<file path="config.mk">
export PLATFORM = sky130hd
export DESIGN_NAME = iqb_bridge
export DESIGN_NICKNAME = d
export VERILOG_FILES = /design/src/rtl/iqb_pkg.sv /design/src/rtl/iqb_sequencer.sv /design/src/rtl/iqb_lane.sv /design/src/rtl/iqb_bridge.sv
export SDC_FILE = /design/constraint.sdc
export NUM_CORES = 1
export LEC_CHECK = 0
export BUFFER_PORTS_ARGS = -buffer_cell sky130_fd_sc_hd__buf_4
export CORE_MARGIN = 1
export CORE_UTILIZATION = 33
export DETAILED_ROUTE_END_ITERATION = 12
export GPL_ROUTABILITY_DRIVEN = 1
export HOLD_SLACK_MARGIN = 0.15
export PLACE_DENSITY = 0.67
export SLEW_MARGIN = 5
export SYNTH_ARGS = -nofsm -noshare
export SYNTH_HDL_FRONTEND = slang
export SYNTH_SLANG_ARGS = --single-unit
</file>
<file path="constraint.sdc">
create_clock -name clk -period 1.4 [get_ports clk]
set_input_delay 0.28 -clock clk [delete_from_list [all_inputs] [get_ports clk]]
set_output_delay 0.28 -clock clk [all_outputs]
set_load 0.05 [all_outputs]
</file>
<file path="src/rtl/iqb_pkg.sv">
// Package: shared slot type and helpers for the I/Q interleaving bridge.
// Assumes: one slot per byte clock, two slots per converter sample.
package iqb_pkg;

    // Slot within a sample pair; Q always leads.
    typedef enum logic {
        SLOT_Q = 1'b0,
        SLOT_I = 1'b1
    } slot_e;

    // Complement a sample when inversion applies to a Q slot.
    function automatic logic [7:0] q_adjust(input logic [7:0] d, input slot_e s, input logic flip);
        return (flip && s == SLOT_Q) ? ~d : d;
    endfunction

endpackage

</file>
<file path="src/rtl/iqb_sequencer.sv">
// Module: slot sequencer. Tracks run state, direction and current slot.
// Assumes: direction and stream-off are taken only at pair boundaries
// (stream stopped, or the edge that ends an I slot).
module iqb_sequencer
    import iqb_pkg::*;
(
    input  logic  clk,
    input  logic  rst_n,
    input  logic  stream_off_i,
    input  logic  tx_mode_i,
    output logic  run_o,
    output logic  tx_o,
    output slot_e slot_o
);

    logic boundary;

    // A pair boundary: idle, or the current slot is I.
    always_comb boundary = !run_o || (slot_o == SLOT_I);

    // Advance the slot, and take new controls at a boundary.
    always_ff @(posedge clk) begin
        if (!rst_n) begin
            run_o  <= 1'b0;
            tx_o   <= 1'b0;
            slot_o <= SLOT_Q;
        end else if (boundary) begin
            run_o  <= !stream_off_i;
            tx_o   <= tx_mode_i;
            slot_o <= SLOT_Q;
        end else begin
            slot_o <= SLOT_I;
        end
    end

endmodule

</file>
<file path="src/rtl/iqb_lane.sv">
// Module: one data lane (receive or transmit). Registers a byte, applies
// Q inversion and pads the low bits to OUT_W; drives an idle constant
// when not enabled (zero for receive, mid-scale for transmit).
// Assumes: OUT_W >= IN_W; IS_TX picks the idle value.
module iqb_lane
    import iqb_pkg::*;
#(
    parameter int IN_W  = 8,
    parameter int OUT_W = 10,
    parameter bit IS_TX = 1'b1
) (
    input  logic             clk,
    input  logic             rst_n,
    input  logic             en,
    input  slot_e            slot,
    input  logic             flip,
    input  logic [IN_W-1:0]  din,
    output logic [OUT_W-1:0] dout
);

    localparam int PAD_W = OUT_W - IN_W;
    localparam logic [OUT_W-1:0] IDLE_VAL =
        IS_TX ? (OUT_W'(1) << (OUT_W - 1)) : '0;

    logic [IN_W-1:0]  adj;
    logic [OUT_W-1:0] word;

    // Apply Q inversion to the incoming byte.
    always_comb adj = q_adjust(din, slot, flip);

    // Place the byte in the upper bits; zero any low padding bits.
    generate
        if (PAD_W > 0) begin : g_pad
            always_comb word = {adj, {PAD_W{1'b0}}};
        end else begin : g_nopad
            always_comb word = adj;
        end
    endgenerate

    // Register the lane output, falling back to the idle value.
    always_ff @(posedge clk) begin
        if (!rst_n)  dout <= IDLE_VAL;
        else if (en) dout <= word;
        else         dout <= IDLE_VAL;
    end

endmodule

</file>
<file path="src/rtl/iqb_bridge.sv">
// Module: I/Q interleaving bridge top. Sequences Q/I slots and routes
// bytes ADC->host or host->DAC with optional Q inversion.
// Assumes: clk runs at twice the converter rate; reset is synchronous.
module iqb_bridge
    import iqb_pkg::*;
#(
    parameter int BYTE_W = 8,
    parameter int DAC_W  = 10
) (
    input  logic              clk,
    input  logic              rst_n,
    input  logic              tx_mode_i,
    input  logic              stream_off_i,
    input  logic              q_flip_i,
    input  logic [BYTE_W-1:0] adc_data_i,
    input  logic [BYTE_W-1:0] host_tx_i,
    output logic [BYTE_W-1:0] host_rx_o,
    output logic              rx_valid_o,
    output logic              slot_o,
    output logic [DAC_W-1:0]  dac_data_o
);

    logic  run_w;
    logic  tx_w;
    slot_e slot_w;
    logic  rx_en;
    logic  tx_en;

    iqb_sequencer seq_i (
        .clk          (clk),
        .rst_n        (rst_n),
        .stream_off_i (stream_off_i),
        .tx_mode_i    (tx_mode_i),
        .run_o        (run_w),
        .tx_o         (tx_w),
        .slot_o       (slot_w)
    );

    // Lane enables from run state and direction.
    always_comb begin
        rx_en = run_w && !tx_w;
        tx_en = run_w && tx_w;
    end

    iqb_lane #(.IN_W(BYTE_W), .OUT_W(BYTE_W), .IS_TX(1'b0)) rx_lane_i (
        .clk   (clk),
        .rst_n (rst_n),
        .en    (rx_en),
        .slot  (slot_w),
        .flip  (q_flip_i),
        .din   (adc_data_i),
        .dout  (host_rx_o)
    );

    iqb_lane #(.IN_W(BYTE_W), .OUT_W(DAC_W), .IS_TX(1'b1)) tx_lane_i (
        .clk   (clk),
        .rst_n (rst_n),
        .en    (tx_en),
        .slot  (slot_w),
        .flip  (q_flip_i),
        .din   (host_tx_i),
        .dout  (dac_data_o)
    );

    // Qualifier and slot tag aligned with the lane outputs.
    always_ff @(posedge clk) begin
        if (!rst_n) begin
            rx_valid_o <= 1'b0;
            slot_o     <= 1'b0;
        end else begin
            rx_valid_o <= run_w;
            slot_o     <= (slot_w == SLOT_I);
        end
    end

endmodule

</file>
# ---- Word level (Yosys, flattened, before mapping)
# Index checks and enable logic that the tools add are counted.
dict set report classes {
  add_sub_neg 0
  n_mul 0
  n_div 0
  magnitude_cmp 0
  eq_ne 0
  shifts 0
  n_mux 3
  n_bitwise 3
  n_reduce_logical 9
}
# operator n
set ops {}
lappend ops {{$mux 8} 2}
lappend ops {{$not 8->8} 2}
lappend ops {{$reduce_and 2->1} 2}
lappend ops {{$logic_and 1x1->1} 3}
lappend ops {{$logic_not 1->1} 3}
lappend ops {{$logic_or 1x1->1} 1}
lappend ops {{$mux 1} 1}
lappend ops {{$not 1->1} 1}
dict set report totals {
  ff_bits 23
  latchBits 0
  mem_bits_rw 0
  romBits 0
  out_inout_bits 20
  n_memories 0
}

# ---- Logic depth before layout (Yosys ltp)
# Gate-level depths: netlist of the first run.
dict set report logic_depth {
  ltp_word 3
  ltp_mapped 5
  mapped_depth_nobuf 3
}

# ---- By module
# From an unflattened synthesis of the first run, not the netlist that was laid out.
dict set report unflattened {
  cells_unflattened 73
  hier_area_um2 777.0
}
# mod instances cells_each area_each_um2
set by_module_without_submodules {}
lappend by_module_without_submodules {{iqb_lane at tx_lane_i} 1 30 309.0}
lappend by_module_without_submodules {{iqb_lane at rx_lane_i} 1 27 289.0}
lappend by_module_without_submodules {iqb_sequencer 1 10 110.1}
lappend by_module_without_submodules {iqb_bridge 1 6 68.8}

# ---- Worst setup path after synthesis of the first run
# OpenSTA, ideal clock, no wires.
dict set report synth_path {
  kind {input to register}
  startpoint {in q_flip_i}
  endpoint {reg tx_lane_i.dout[2]}
  setup_ns 0.120
  arrival_time_ns 0.850
  required_ns 1.280
  path_slack_ns 0.431
  cell_stages 5
  cell_sequence {nor2b_2 -> buf_6 -> buf_12 -> xnor2_1 -> nor2_1}
}
dict set report synth_via {
  elab_chain_cells 2
}
# element line_no
set synth_rtl {}
lappend synth_rtl {{start, declared} iqb_bridge.sv:14} ;# input logic q_flip_i,
lappend synth_rtl {{$logic_and 1x1->1} iqb_pkg.sv:13} ;# return (flip && s == SLOT_Q) ? ~d : d;
lappend synth_rtl {{$mux 8} iqb_pkg.sv:13}
lappend synth_rtl {{end signal, assigned} iqb_lane.sv:43} ;# else if (en) dout <= word;
lappend synth_rtl {{end, declared} iqb_lane.sv:18} ;# output logic [OUT_W-1:0] dout
# No other way between the ends.
# A chain may end at the register's enable or synchronous reset.

# ---- Worst setup path in the final report of the first run
dict set report layout_path {
  startpoint {reg seq_i.slot_o}
  endpoint {reg tx_lane_i.dout[9]}
}
dict set report layout_via {
  elab_chain_cells 3
}
# element line_no
set layout_rtl {}
lappend layout_rtl {{start, declared} iqb_sequencer.sv:13} ;# output slot_e slot_o
lappend layout_rtl {{start signal, assigned} iqb_sequencer.sv:26} ;# slot_o <= SLOT_Q;
lappend layout_rtl {{start signal, assigned} iqb_sequencer.sv:30} ;# slot_o <= SLOT_Q;
lappend layout_rtl {{start signal, assigned} iqb_sequencer.sv:32} ;# slot_o <= SLOT_I;
lappend layout_rtl {{$not 1->1} iqb_pkg.sv:13}
lappend layout_rtl {{$logic_and 1x1->1} iqb_pkg.sv:13}
lappend layout_rtl {{$mux 8} iqb_pkg.sv:13}
# No other way between the ends.

==> results of run 1 <==
==> final cells by class <==
cell class	count	share of cell area (%)
multi-input cells	44	26.5
clock buffers	4	2.46
repair buffers	40	28.4
well taps	27	3.17
flip-flops and latches	21	39.4
==> cells in the mapped netlist <==
master    count  area, µm²
buf_4         2       15.0
buf_2         1       5.00
buf_12        1       20.0
buf_6         1       11.3
and2_1        2       12.5
nor2b_1       1       6.26
dfxtp_1      21        420
nand2_1       1       3.75
nor2b_2       1       8.76
and2b_1       1       7.51
conb_1        1       3.75
nor2_1       15       56.3
xnor2_1      16        140
a21boi_0      1       7.51
nand3_1       1       5.00
mux2i_1       1       10.0
nand2b_1      2       12.5
==> power by group through the flow <==
stage / logic, W / clock network [W] / registers, W
after floorplan: 0.000110 / 0 / 0.000696
after global placement: 0.000228 / 0 / 0.000640
after detailed placement: 0.000230 / 0 / 0.000640
after CTS: 0.000231 / 0.000282 / 0.000627
after global routing: 0.000247 / 0.000310 / 0.000630
final: 0.000231 / 0.000272 / 0.000627
==> per-layer routing <==
metal	wire length, µm	vias to the layer above	GRT usage, %
met1	577	196	14.3
met4	27	0	10.0
met2	502	28	13.7
met3	129	2	3.09
met5	0	-	0
li1	-	282	-
==> logic make-up (layout without fill, tap and decap cells) <==
| group | Yosys count | after routing |
|---|---|---|
| AND/OR/NAND/NOR | 24 | 24 |
| AO/OA/AOI/OAI | 1 | 1 |
| buffers and inverters | 5 | 44 |
| other | 1 | 2 |
| flip-flops | 21 | 21 |
| XOR/XNOR | 16 | 16 |
| multiplexers | 1 | 1 |
==> state kept, by name (all words and copies together), names as in the netlist <==
signal	flops
seq_i.run_o	1
seq_i.slot_o	1
tx_lane_i.dout	8
slot_o	1
rx_valid_o	1
seq_i.tx_o	1
rx_lane_i.dout	8
==> worst paths after layout <==
check | startpoint | to | slack (ns) | cells after the start
max reg2reg | seq_i.slot_o | tx_lane_i.dout[9] | 0.23 | 3
min | rst_n | slot_o | 0.21 | 2
max | seq_i.slot_o | tx_lane_i.dout[9] | 0.23 | 3
min reg2reg | seq_i.tx_o | tx_lane_i.dout[9] | 0.43 | 1
==> through the flow <==
stage	cells	total power, W	TNS, ns	setup WS, ns
6_report	136	0.00113	0	0.235
5_1_grt	136	0.00119	0	0.144
4_1_cts	135	0.00114	0	0.215
3_5_place_dp	131	0.000870	-1.37	-0.118
3_3_place_gp	131	0.000868	-1.20	-0.101
2_1_floorplan	70	0.000806	0	0.431
==> critical path, stage by stage (launching register included) <==
cell and delay, ns:
dfxtp_1 0.35, nor2b_4 0.45, xnor2_1 0.18, nand3_1 0.08
==> what timing repair did <==
action	in CTS	in global routing
hold buffers	0	1
setup endpoints to repair	16	0
buffers inserted	0	0
gates resized for setup	1	0
endpoints found under the hold margin	0	1
==> results.yml, run 1 <==
yosys:
  ys_types: 17
  netlist_area_um2: 746
  yosys_warnings: 0
  synth_fa_ha_area_share_pct: 0
  yosys.area_share.xor_xnor_pct: 18.8
  ys_seq_area_share_pct: 56.4
  synthCells: 69
  synth_compound_area_share_pct: 1.01
  synthSimpleGateAreaFrac_pct: 15.1
  synth_mux_area_share_pct: 1.34
  ys_ff_latch: 21
  syn_avg_cell_area_um2: 10.8
  synth_top_family_by_area: "XOR/XNOR gates"
timing:
  fin_crit_ns: 1.17
  grt_setup_unrepaired: "no"
  fin_crit_sh_pct: 83.2
  holdWs_ns: 0.210
  maxSlewHeadroom_pct: 64.7
  fin_skew_ns: 0.000586
  fmax_mhz: 858
  finalSetupViolCount: 0
  drv_slew: 0
  hold_viol: 0
  worstMarginPinSlew_ns: 0.529
grt:
  antenna_found_initial: 0
  first_global_vias: 454
  grt_usage_pct: 10.8
  grt_pass1_wl_mm: 1.94
  gr-total-overflow: 0
  grt_max_degree: 17
routing:
  drt-pass1-iter-count: 2
  wire_per_inst_um: 9.10
  num_vias: 508
  post-route-drc-count: 0
  drt-total-wl_mm: 1.24
  drt_iter0_markers: 2
  drt.antenna.violating_nets: 0
  post_drt_via_cell_ratio: 3.74
layout:
  syn_to_final_growth_pct: 43.0
  register_area_um2: 420
  layout-drive-gt1-share_pct: 39.4
  final_util_pct: 52.2
  nFillCells: 208
  final_common_cell: "buf_4"
  final_nets: 131
  fin_area_mm2: 0.00107
  mostFrequentLayoutCells: "buf_4 (39), dfxtp_1 (21), xnor2_1 (16)"
  antenna_cells: 0
  multi_input_area_um2: 283
clocking:
  cts_root_buf: "clkbuf_4"
  cts_tree: "done"
  clk_path_buf_depth: 2
  cts_max_level: 1
  insertion_delay_ns: 0.28
  clk_pin_slew_ns: 0.11
  cts.sinks: 21
  numCtsBuffers: 3
flow_run:
  max-cap-violations: 0
place:
  placed_cell_area_mm2: 0.00102
  gp_congestion: 0.678
  dp_hpwl_um: 954
  io_buffers: 38
setup_path:
  cp-end-kind: "flop"
  cp-start-kind: "flop"
  cp_data_arrival_time_ns: 1.35
  required_ns: 1.58
  crit_fanout: 16
  path_class: "flop to flop"
floorplanning:
  die-area_mm2: 0.00245
  fp.dieH_um: 49.5
  core_mm2: 0.00204
  rows: 16
  die_x_um: 49.5
  io_pins: 41
  start_util_pct: 36.5
power_and_ir_drop:
  intPower_w: 0.000835
  power_density_mw_per_mm2: 1060
  pwr-share-seq_pct: 55.5
  cellLeakagePower_nw: 0.486
  vdd_drop_max_mv: 0.439
  comb_power_share_pct: 20.4
  pwr-share-clk_pct: 24.1
  p_switching_w: 0.000294
  swShare_pct: 26.1
hold_path:
  hold_path.class: "primary input to flop"
outcome:
  outcome: "completed"
(Power assumes the default switching activity.)
==> run 2, diff against run 1 <==
clock period = 1.11 ns   (was 1.4 ns; I/O delays follow)
==> run 2 against run 1 <==
  * Combinational power grew 29%
  * Worst hold slack lost 0.039 ns
  * Utilization grew 0.61 points
  * Design area grew 1.2%
  * Wire length grew 2.9%
  * First-iteration DRC count is the same
  * Clock skew grew 0.0031 ns
  * Largest cell class unchanged
==> results.yml, run 2 (same netlist as run 1, synthesis figures left out) <==
outcome:
  outcome: "completed"
layout:
  final_common_cell: "buf_4"
  mostFrequentLayoutCells: "buf_4 (40), dfxtp_1 (21), xnor2_1 (16)"
  final_nets: 133
  syn_to_final_growth_pct: 44.6
  antenna_cells: 0
  reg_top3: "rx_lane_i.dout (8), tx_lane_i.dout (8)"
  layout-drive-gt1-share_pct: 39.6
grt:
  first_global_vias: 454
  grt_max_degree: 12
  grt_pass1_wl_mm: 1.95
  antenna_found_initial: 0
  grt_usage_pct: 10.8
  gr-total-overflow: 0
floorplanning:
  core_mm2: 0.00204
  die-area_mm2: 0.00245
  io_pins: 41
  fp.dieH_um: 49.5
  die_x_um: 49.5
  rows: 16
  start_util_pct: 36.5
setup_path:
  crit_fanout: 1
  cp_cell_sequence: "buf_4"
  cp_top_family: "flip-flops"
  crit_start: "tx_lane_i.dout[9]"
  required_ns: 0.89
  cp-end-kind: "primary output"
  cp_data_arrival_time_ns: 0.84
  rr_startpoint: "seq_i.slot_o"
  worst-path-buf-inv: 1
  path_class: "flop to primary output"
  cp-start-kind: "flop"
  slowest_stage: "dfxtp_1"
  critPathMaxStageDelay_ns: 0.35
timing:
  drv_slew: 0
  finalSetupTns_ns: 0
  fin_crit_sh_pct: 95.3
  fin_crit_ns: 1.06
  fin_skew_ns: 0.00364
  fmax_mhz: 946
  grt_setup_unrepaired: "no"
  hold_viol: 0
  finalSetupViolCount: 0
routing:
  drt_iter0_markers: 2
  drt-total-wl_mm: 1.27
  wire_per_inst_um: 9.22
  post-route-drc-count: 0
  drt-pass1-iter-count: 4
  drt.antenna.violating_nets: 0
  num_vias: 539
  post_drt_via_cell_ratio: 3.91
clocking:
  cts_tree: "done"
  clk_path_buf_depth: 2
  numCtsBuffers: 3
  cts_max_level: 1
  insertion_delay_ns: 0.29
  cts_root_buf: "clkbuf_4"
  clk_pin_slew_ns: 0.11
  cts.sinks: 21
power_and_ir_drop:
  cellLeakagePower_nw: 0.490
  comb_power_share_pct: 20.8
  total_power_w: 0.00144
  vdd_drop_max_mv: 0.584
  pwr-share-clk_pct: 24.1
  swShare_pct: 26.2
  pwr-share-seq_pct: 55.1
  intPower_w: 0.00106
  power_density_mw_per_mm2: 1330
  p_switching_w: 0.000376
hold_path:
  min_from: "adc_data_i[0]"
  hold_path.class: "primary input to flop"
place:
  gp_congestion: 0.651
  dp_hpwl_um: 997
  io_buffers: 38
flow_run:
  max-cap-violations: 0
run 2: per-layer routing:
layer / vias to the layer above / part of all wire (%) / track usage, %
li1: 288 / - / -
met1: 221 / 49 / 14.7
met2: 28 / 41 / 14.9
met3: 2 / 8.6 / 2.78
met4: 0 / 1.5 / 7.14
met5: - / 0 / 0
run 2: power by group through the flow:
stage	logic, W	clock network, W	registers, W
2_1_floorplan	0.000139	0	0.000878
3_3_place_gp	0.000293	0	0.000808
3_5_place_dp	0.000297	0	0.000808
4_1_cts	0.000300	0.000361	0.000791
5_1_grt	0.000318	0.000393	0.000794
6_report	0.000299	0.000345	0.000791
run 2: timing repair:
item,CTS,global route
setup buffers,0,0
gates resized for setup,0,0
hold buffers,1,1
endpoints found under the hold margin,1,1
run 2: path summary, 6_finish.rpt:
| path | depth (start not counted) | slack, ns | to |
|---|---|---|---|
| min | 3 | 0.17 | rx_lane_i.dout[0] |
| max reg2reg | 4 | 0.09 | tx_lane_i.dout[8] |
| max | 1 | 0.05 | dac_data_o[9] |
| min reg2reg | 1 | 0.44 | tx_lane_i.dout[9] |
run 2: layout make-up:
class / instances / area, µm²
Clock buffer: 4 / 26.3
Fill cell: 194 / 963
Multi-Input combinational cell: 44 / 278
Sequential cell: 21 / 420
Tap cell: 27 / 33.8
Timing Repair Buffer: 42 / 320
run 2: stage by stage:
stage / util [%] / worst slack (ns) / hold WS [ns] / instance area [µm²] / cells
2_1_floorplan: - / 0.150 / 0.328 / 749 / 70
3_3_place_gp: 50.6 / 0.116 / 0.409 / 1030 / 132
3_5_place_dp: 50.6 / 0.0926 / 0.415 / 1030 / 132
4_1_cts: 52.3 / 0.0374 / 0.153 / 1070 / 137
5_1_grt: 52.8 / 0.00983 / 0.163 / 1080 / 138
6_report: 52.8 / 0.0525 / 0.171 / 1080 / 138
==> run 3, diff against run 2 <==
ABC_AREA = 1   (was not set)
CORE_ASPECT_RATIO = 0.5   (was not set)
PLACE_DENSITY = 0.65   (was 0.67)
==> run 3 against run 2 <==
  * Wire length increased by 38%
  * Sequential power is 2% higher
  * Synthesized area up 19%
  * Critical path depth did not move
  * Fmax grew 6.4%
  * Power is 17% higher
  * Setup slack better by 0.064 ns
  * Non-clock buffer count decreased by 2
  * Critical endpoint is now host_rx_o[6]
  * Largest cell class unchanged
  * Critical path type unchanged
  * Clock power is 45% higher
  * Sequential share of layout area fell by 5.2 points
==> results.yml, run 3 <==
timing:
  finalSetupViolCount: 0
  fin_crit_sh_pct: 89.6
  fin_skew_ns: 0.00482
  holdWs_ns: 0.177
  fmax_mhz: 1010
  grt_setup_unrepaired: "no"
  drv_slew: 0
  hold_viol: 0
  fin_crit_ns: 0.994
  finalSetupTns_ns: 0
setup_path:
  worst-path-buf-inv: 1
  cp_top_family: "flip-flops"
  cp-end-kind: "primary output"
  required_ns: 0.89
  path_class: "flop to primary output"
  slowest_stage: "dfxtp_1"
  cp_cell_sequence: "buf_4"
  cp-start-kind: "flop"
  critPathMaxStageDelay_ns: 0.32
  crit_fanout: 1
  cp_data_arrival_time_ns: 0.77
routing:
  drt_iter0_markers: 28
  wire_per_inst_um: 9.31
  post_drt_via_cell_ratio: 4.20
  num_vias: 789
  drt-pass1-iter-count: 4
  drt.antenna.violating_nets: 0
  post-route-drc-count: 0
  drt-total-wl_mm: 1.75
yosys:
  yosysMostFrequentCell: "nor2_1"
  async_flop_share_pct: 0
  netlist_area_um2: 886
  synth_area_leaders: "dfxtp_1 (47%), nor2_1 (12%), nand2_1 (9.7%), nand3_2 (7.9%), nand3_1 (5.6%)"
  ys_ff_latch: 21
  synth_top_area_share_pct: 47.5
  synthCells: 114
  synth_edf_count: 0
  ys_types: 15
  syn_avg_cell_area_um2: 7.77
  ys_top_cells_by_count: "nor2_1 (28), nand2_1 (23), dfxtp_1 (21)"
  yosys_warnings: 0
  yosys.area.top_type: "dfxtp_1"
  synth_ff_type: "dfxtp_1"
  ys_seq_area_share_pct: 47.5
clocking:
  numCtsBuffers: 3
  cts_max_level: 1
  cts_root_buf: "clkbuf_8"
  cts.sinks: 21
  clk_pin_slew_ns: 0.08
  insertion_delay_ns: 0.26
  cts_tree: "done"
  clk_path_buf_depth: 2
place:
  dp_hpwl_mm: 1.28
  dp.cells: 183
  io_buffers: 38
  placed_cell_area_mm2: 0.00119
  gp_congestion: 0.698
layout:
  final_common_cell: "buf_4"
  syn_to_final_growth_pct: 41.1
  nFillCells: 242
  register_area_um2: 422
  mostFrequentLayoutCells: "buf_4 (38), nor2_1 (28), nand2_1 (22)"
  antenna_cells: 0
  instances_no_fill: 188
  multi_input_area_um2: 379
  fin_area_mm2: 0.00125
  reg_top3: "rx_lane_i.dout (8), tx_lane_i.dout (8)"
  layout-drive-gt1-share_pct: 38.6
  final_nets: 175
floorplanning:
  fp.dieH_um: 38.6
  die-area_mm2: 0.00291
  core_mm2: 0.00237
  die_x_um: 75.3
  io_pins: 41
  start_util_pct: 37.3
  rows: 12
grt:
  grt_usage_pct: 13.2
  antenna_found_initial: 0
  grt_pass1_wl_mm: 2.65
  first_global_vias: 616
  gr-total-overflow: 0
  grt_max_degree: 19
power_and_ir_drop:
  total_power_w: 0.00168
  cellLeakagePower_nw: 0.620
  power_density_mw_per_mm2: 1340
  vdd_drop_max_mv: 0.600
flow_run:
  max-cap-violations: 0
outcome:
  outcome: "completed"
hold_path:
  hold_path.class: "primary input to flop"
-- run 3: routing by layer --
layer	track usage [%]	wire, µm	part of all wire (%)
met1	16.1	804	46
met2	20.5	811	46
met3	5.73	107	6.1
met4	5.56	27	1.5
met5	0	0	0
-- run 3: kinds of logic after synthesis --
logic type | after synthesis | synth area share [%]
other | 1 | 0.423
buffers and inverters | 17 | 10.5
DFF | 21 | 47.5
and+or+nand+nor | 73 | 40.4
AOI/OAI and AO/OA | 2 | 1.27
-- run 3: where the power goes --
group | internal [W] | switching, W
clock network | 0.000250 | 0.000251
registers | 0.000789 | 0.0000179
logic | 0.000135 | 0.000233
total | 0.00117 | 0.000502
-- run 3: cell type report --
type / count / area share [%]
clock inverter: 1 / 0.400
multi-input combinational: 77 / 30.3
sequential: 21 / 33.7
timing repair buffer: 40 / 25.2
inverter: 11 / 3.50
clock buffer: 3 / 3.30
tap: 35 / 3.50
-- run 3: timing repair --
action / in CTS / in global routing
buffers inserted: 0 / 0
endpoints found under the hold margin: 0 / 1
resized for setup: 0 / 2
hold buffers: 0 / 1
setup endpoints to repair: 0 / 7
-- run 3: final timing paths --
path                                         from           endpoint  slack [ns]  cells past startpoint
worst max-delay path            rx_lane_i.dout[6]       host_rx_o[6]        0.12                      1
worst min-delay path                        rst_n             slot_o        0.18                      3
worst max register to register        seq_i.run_o  tx_lane_i.dout[2]        0.14                      4
worst min register to register       seq_i.slot_o       seq_i.slot_o        0.51                      1
-- run 3: through the flow --
stage               util (%)  worst slack (ns)
finish                  52.7             0.116
floorplan                  -             0.165
detailed placement      50.2             0.108
global placement        50.2             0.133
global route            52.7            0.0439
CTS                     52.1            0.0862
